[src/rtl/scp_pkg.sv]
package scp_pkg;
  localparam int unsigned DATA_W  = 32;
  localparam int unsigned N_CACHE = 8;
  localparam int unsigned CODE_W  = 10;
  localparam logic [6:0]  MATCH_HI = 7'b1110000;
  localparam int unsigned IDX_CACHE = 5;
  localparam int unsigned IDX_TLB   = 6;
  localparam int unsigned TLB_LO    = 2;
  localparam int unsigned TLB_HI    = 6;

  // operation code for each strobe bit, bit 0 first
  function automatic logic [CODE_W-1:0] cache_code(input int unsigned bit_i);
    case (bit_i)
      0: cache_code = 10'd12;
      1: cache_code = 10'd20;
      2: cache_code = 10'd28;
      3: cache_code = 10'd10;
      4: cache_code = 10'd14;
      5: cache_code = 10'd11;
      6: cache_code = 10'd13;
      default: cache_code = 10'd15;
    endcase
  endfunction
endpackage

[src/rtl/scp_decode.sv]
module scp_decode import scp_pkg::*; #(
  parameter int unsigned IDX_W = 4,
  parameter int unsigned OP_W  = 10,
  parameter int unsigned NREG  = 4
) (
  input  logic                 valid_i,
  input  logic [31:0]          insn_i,
  input  logic [IDX_W-1:0]     idx_i,
  input  logic [OP_W-1:0]      op_i,
  output logic                 rd_en_o,
  output logic [NREG:1]        wr_sel_o,
  output logic [N_CACHE-1:0]   cache_hit_o,
  output logic                 tlb_hit_o,
  output logic                 bad_insn_o,
  output logic                 bad_wr_o
);
  logic ours, is_wr, op_zero, known_wr;

  assign ours    = (insn_i[31:25] == MATCH_HI);
  assign op_zero = (op_i == '0);
  assign is_wr   = valid_i && ours && !insn_i[24];
  assign rd_en_o = valid_i && ours && insn_i[24];
  assign bad_insn_o = valid_i && !ours;

  genvar g;
  generate
    for (g = 1; g <= NREG; g++) begin : g_wsel
      assign wr_sel_o[g] = is_wr && op_zero && (idx_i == IDX_W'(g));
    end
    for (g = 0; g < N_CACHE; g++) begin : g_cache
      assign cache_hit_o[g] = is_wr && (idx_i == IDX_W'(IDX_CACHE)) &&
                              (op_i == OP_W'(cache_code(g)));
    end
  endgenerate

  assign tlb_hit_o = is_wr && (idx_i == IDX_W'(IDX_TLB)) &&
                     (op_i >= OP_W'(TLB_LO)) && (op_i <= OP_W'(TLB_HI));
  assign known_wr  = (|wr_sel_o) || (|cache_hit_o) || tlb_hit_o;
  assign bad_wr_o  = is_wr && !known_wr;
endmodule

[src/rtl/scp_regfile.sv]
module scp_regfile import scp_pkg::*; #(
  parameter int unsigned IDX_W = 4,
  parameter int unsigned OP_W  = 10,
  parameter int unsigned NREG  = 4,
  parameter logic [DATA_W-1:0] CPU_ID     = 32'h0,
  parameter logic [DATA_W-1:0] CACHE_TYPE = 32'h0
) (
  input  logic               clk,
  input  logic               rst,
  input  logic [NREG:1]      wr_sel_i,
  input  logic [DATA_W-1:0]  wr_data_i,
  input  logic               rd_en_i,
  input  logic [IDX_W-1:0]   idx_i,
  input  logic [OP_W-1:0]    op_i,
  output logic [DATA_W-1:0]  rd_data_o
);
  logic [DATA_W-1:0] regs [1:NREG];

  genvar g;
  generate
    for (g = 1; g <= NREG; g++) begin : g_reg
      always_ff @(posedge clk) begin
        if (rst)              regs[g] <= '0;
        else if (wr_sel_i[g]) regs[g] <= wr_data_i;
      end
    end
  endgenerate

  always_comb begin
    rd_data_o = '0;
    if (rd_en_i) begin
      if (idx_i == '0) begin
        if (op_i == OP_W'(0))      rd_data_o = CPU_ID;
        else if (op_i == OP_W'(1)) rd_data_o = CACHE_TYPE;
      end else if (op_i == '0) begin
        for (int i = 1; i <= NREG; i++)
          if (idx_i == IDX_W'(i)) rd_data_o = regs[i];
      end
    end
  end
endmodule

[src/rtl/scp_strobe.sv]
module scp_strobe import scp_pkg::*; (
  input  logic               clk,
  input  logic               rst,
  input  logic [N_CACHE-1:0] cache_hit_i,
  input  logic               tlb_hit_i,
  input  logic               bad_insn_i,
  input  logic               bad_wr_i,
  output logic [N_CACHE-1:0] cache_strb_o,
  output logic               tlb_flush_o,
  output logic               bad_insn_o,
  output logic               bad_access_o
);
  always_ff @(posedge clk) begin
    if (rst) begin
      cache_strb_o <= '0;
      tlb_flush_o  <= 1'b0;
      bad_insn_o   <= 1'b0;
      bad_access_o <= 1'b0;
    end else begin
      cache_strb_o <= cache_hit_i;
      tlb_flush_o  <= tlb_hit_i;
      bad_insn_o   <= bad_insn_i;
      bad_access_o <= bad_wr_i;
    end
  end
endmodule

[src/rtl/scp_ctrl.sv]
module scp_ctrl import scp_pkg::*; #(
  parameter int unsigned IDX_W = 4,
  parameter int unsigned OP_W  = 10,
  parameter logic [31:0] CPU_ID     = 32'h4D11_0863,
  parameter logic [31:0] CACHE_TYPE = 32'h0D17_2196
) (
  input  logic               clk,
  input  logic               rst,
  input  logic               req_valid_i,
  input  logic [31:0]        insn_i,
  input  logic [31:0]        wr_data_i,
  input  logic [IDX_W-1:0]   reg_idx_i,
  input  logic [OP_W-1:0]    op_code_i,
  output logic [31:0]        rd_data_o,
  output logic [N_CACHE-1:0] cache_strb_o,
  output logic               tlb_flush_o,
  output logic               bad_insn_o,
  output logic               bad_access_o
);
  localparam int unsigned NREG = 4;

  logic               rd_en, tlb_hit, bad_insn, bad_wr;
  logic [NREG:1]      wr_sel;
  logic [N_CACHE-1:0] cache_hit;

  scp_decode #(.IDX_W(IDX_W), .OP_W(OP_W), .NREG(NREG)) u_dec (
    .valid_i(req_valid_i), .insn_i(insn_i), .idx_i(reg_idx_i), .op_i(op_code_i),
    .rd_en_o(rd_en), .wr_sel_o(wr_sel), .cache_hit_o(cache_hit),
    .tlb_hit_o(tlb_hit), .bad_insn_o(bad_insn), .bad_wr_o(bad_wr)
  );

  scp_regfile #(.IDX_W(IDX_W), .OP_W(OP_W), .NREG(NREG),
                .CPU_ID(CPU_ID), .CACHE_TYPE(CACHE_TYPE)) u_rf (
    .clk(clk), .rst(rst), .wr_sel_i(wr_sel), .wr_data_i(wr_data_i),
    .rd_en_i(rd_en), .idx_i(reg_idx_i), .op_i(op_code_i), .rd_data_o(rd_data_o)
  );

  scp_strobe u_stb (
    .clk(clk), .rst(rst), .cache_hit_i(cache_hit), .tlb_hit_i(tlb_hit),
    .bad_insn_i(bad_insn), .bad_wr_i(bad_wr), .cache_strb_o(cache_strb_o),
    .tlb_flush_o(tlb_flush_o), .bad_insn_o(bad_insn_o), .bad_access_o(bad_access_o)
  );
endmodule

[config.mk]
export PLATFORM = sky130hd
export DESIGN_NAME = scp_ctrl
export DESIGN_NICKNAME = d
export VERILOG_FILES = /design/src/rtl/scp_pkg.sv /design/src/rtl/scp_decode.sv /design/src/rtl/scp_regfile.sv /design/src/rtl/scp_strobe.sv /design/src/rtl/scp_ctrl.sv
export SDC_FILE = /design/constraint.sdc
export NUM_CORES = 1
export LEC_CHECK = 0
export BUFFER_PORTS_ARGS = -buffer_cell sky130_fd_sc_hd__buf_2
export CAP_MARGIN = 20
export CORE_MARGIN = 4
export CORE_UTILIZATION = 60
export CTS_CLUSTER_DIAMETER = 150
export DETAILED_ROUTE_END_ITERATION = 16
export PLACE_DENSITY = 0.82
export SLEW_MARGIN = 15
export SYNTH_ARGS = -nofsm -noshare
export SYNTH_HDL_FRONTEND = slang
export SYNTH_HIERARCHICAL = 1
export SYNTH_SLANG_ARGS = --single-unit
[constraint.sdc]
create_clock -name clk -period 8.5 [get_ports clk]
set_clock_uncertainty 0.15 [all_clocks]
set_input_delay 1.7 -clock clk [delete_from_list [all_inputs] [get_ports clk]]
set_output_delay 1.7 -clock clk [all_outputs]
set_load 0.01 [all_outputs]
==> reports/qor_table.md <==
| Parameter | Reported | Unit |
|---|---|---|
| Fraction of layout cells with a size suffix above 1 | 27.20 | % |
| # nets final | 727 | - |
| Via density | 5.925 | - |
| Sinks on the clock net | 139 | - |
| Cell types occupying the most area after synthesis | edfxtp_1 56%, and2_1 12%, dfxtp_1 3.2% | - |
| Via count of the first global-routing pass | 4935 | - |
| Fraction of synthesis flops using an asynchronous set or reset pin | 0 | % |
| Global-route wire length before repair | 24730 | um |
| Sum of routed wire length over all layers | 15910 | um |
| Top layer in use | met4 | - |
| GP Congestion | 0.8389 | - |
| Maximum number of pins on one net before global-route repair | 58 | - |
| Area enclosed by the die boundary | 13120 | um^2 |
| Predominant post-synthesis flop cell | edfxtp_1 | - |
| Cell taking the most area after synthesis | edfxtp_1 | - |
| Layout-stage area growth over the synthesis result | 16.24 | % |
| Number of synthesized flops with an enable pin | 128 | - |
| RSZ-0062 raised after global routing | false | - |
| Type of the tightest min-delay check | in2reg | - |
| Clock tree from TritonCTS | yes | - |
| Quantity of I/O buffers inserted on ports | 99 | - |
| Antenna violations before repair | 0 | - |
| Setup Viol. Count Final | 0 | - |
| Detailed-router iteration count before antenna repair | 7 | - |
| Post-CTS repair timing setup buffer count | 0 | - |
| Clk slew on worst S/H paths | 0.06 | ns |
| Area share of the leading cell type in the synthesized netlist | 56.45 | % |
| Starting utilization of the core area | 62.00 | % |
| Worst hold path startpoint | wr_data_i[3] | - |
| Chip width | 114.5 | um |
| Drc violations | 0 | - |
| Start-to-end type of the worst setup path | in2out | - |
| Net count after synthesis | 635 | - |
| Number of warnings printed during yosys synthesis | 6 | - |
| Global-route usage over all layers | 24.81 | % |
| Final Critical Period | 5.983 | ns |
| Avg Inst Size Synth | 12.29 | um^2 |
| Status | finished, final reports clean | - |
| Buffer cell driving the clock tree root | clkbuf_16 | - |
| Maximum Capacitance Violations | 0 | - |
| Inserted Clock Buffers | 17 | - |
| Hold WS | 1.439 | ns |
| Crit-path leading delay family | simple AND/OR/NAND/NOR gates | - |
| Routed WL per cell | 19.93 | um |
| CTS hold repair buffers | 0 | - |
| CP Launch Type | primary input | - |
| Standard cell core area | 10980 | um^2 |
| Detailed-placement wirelength estimate | 9208 | um |
| Met3 WL | 1115 | um |
| Delay of the slowest cell on the worst path | 0.91 | ns |
| Top cells by count, synth | 128 x and2_1, 128 x edfxtp_1, 49 x nor2_1 | - |
| Row count | 38 | - |
| Number of synthesized register bits | 139 | - |
| Synthesized netlist cell count | 554 | - |
| Power density cells | 199.1 | nW/um^2 |
| Standard cell with the maximum stage delay on the critical path | nor3b_2 | - |
| Antenna Diode Count | 0 | - |
| Number of distinct standard cells referenced by the synthesized netlist | 55 | - |
| Vias post-DR | 4728 | - |
| Number of failing hold endpoints at the final stage | 0 | - |
| Count of pins on the block boundary | 124 | - |
| Final critical-path share of the clock period | 70.38 | % |
| End-of-flow core utilization | 72.07 | % |
| Mapped Area | 6809 | um^2 |
| Post-cts sizing count | 0 | - |
| Worst Hold Path Cells | 2 | - |
| Static leakage | 3.042 | nW |
| Global route overflow | 0 | - |
| H-tree levels | 4 | - |
| CTS Buffer Depth | 2 | - |
| Wire length on met2 | 8325 | um |
| Series of cell instances along the critical path | buf_2 -> buf_4 -> nor3b_2 -> nand2b_1 -> nor2_1 -> o31ai_1 -> buf_2 | - |
| Number of buffer and inverter stages on the critical path | 3 | - |
| Wire length the detailed router placed on met1 | 6180 | um |
| Post-synthesis sequential area ratio | 59.68 | % |
| Fmax | 167.1 | MHz |
| Worst vdd ir | 0.0001160 | V |
| Most common cell on crit path | buf_2 | - |
| Placed instance count | 767 | - |
| Antenna-violating nets left | 0 | - |
| Worst EP arrival | 4.13 | ns |
| Endpoint, Worst Hold | u_rf/regs[0][67] | - |
| Data required, critical path | 6.65 | ns |
| Normalized max-slew margin | 31.68 | % |
| Setup TNS | 0 | ns |
| Detailed router's first-iteration violation count | 483 | - |
| Maximum net fanout on the critical path | 57 | - |
| Worst Tran Pin Value | 1.020 | ns |
| Cell Count, Final, Fillers Out | 798 | - |
| Total count of max-transition violations in the final report | 0 | - |
| Die H | 114.5 | um |
| Kind of capture point of the worst setup path | primary output | - |
==> state kept, by name, summed over array words and instances (netlist names) <==
name / count
u_rf/regs: 128
u_stb/bad_insn_o: 1
u_stb/cache_strb_o: 8
u_stb/bad_access_o: 1
u_stb/tlb_flush_o: 1
==> stage by stage <==
step	setup slack (ns)	total power [W]	cell area, um^2
after CTS	2.570	0.001580	7915
after global placement	2.624	0.0008885	7358
final	2.517	0.001576	7915
after detailed placement	2.570	0.0008935	7358
after global routing	2.399	0.001625	7915
after floorplan	3.109	0.0008541	6809
==> cells by family (layout without fill, tap and decap cells) <==
family | after synthesis | count (layout) | share of synthesized area (%)
AND/OR/NAND/NOR | 261 | 261 | 23.48
multiplexers | 32 | 32 | 4.961
buffers and inverters | 38 | 142 | 3.032
AO/OA/AOI/OAI | 84 | 84 | 8.839
flip-flops | 139 | 139 | 59.68
==> cells in the final DEF, fill, tap and decap left out, types with 2 or more instances in the layout <==
cell type	n
o31ai_1	13
clkbuf_16	17
o211ai_1	5
mux2_2	14
inv_1	4
nand3_1	4
nor3_1	4
a21oi_1	19
nand4b_1	2
nand2_1	19
a22o_1	14
a22oi_1	14
nand2b_1	2
clkinvlp_4	2
nor3b_1	3
dfxtp_1	11
clkinv_2	3
and2_1	128
nor2b_2	12
nor4b_2	2
clkinv_1	3
or2_2	6
nor4_1	6
nor4b_1	3
a211oi_1	13
bufinv_16	2
buf_4	8
clkinv_4	2
mux2i_1	18
nor2b_1	2
nor2b_4	2
buf_2	99
nor2_1	49
edfxtp_1	128
==> worst max-delay path by stage <==
stage	endpoint	from	slack, ns	depth (start not counted)
after floorplan	rd_data_o[16]	insn_i[25]	3.11	7
after detailed placement	rd_data_o[24]	reg_idx_i[1]	2.57	7
final	rd_data_o[26]	reg_idx_i[1]	2.52	7
after global routing	rd_data_o[8]	reg_idx_i[1]	2.40	7
after global placement	rd_data_o[26]	reg_idx_i[1]	2.62	7
after CTS	rd_data_o[26]	reg_idx_i[1]	2.57	7
==> area by class of cell <==
type,count,area [um^2]
Sequential cell,139,4064
Clock inverter,13,127.6
Clock buffer,18,429.2
Multi-Input combinational cell,377,2549
Tap cell,140,175.2
Fill cell,751,3068
Inverter,4,15.01
Timing Repair Buffer,107,555.5
==> routing by layer <==
layer,track usage (%),vias up
met5,0,-
li1,-,2200
met1,29.02,2291
met3,5.391,30
met4,11.96,0
met2,43.19,207
==> report_power, final <==
group / internal (W) / switching, W
Clock: 0.000426 / 0.000269
Sequential: 0.000777 / 0.00000890
Combinational: 0.0000352 / 0.0000603
No activity file was read; power rests on OpenSTA's default activity.
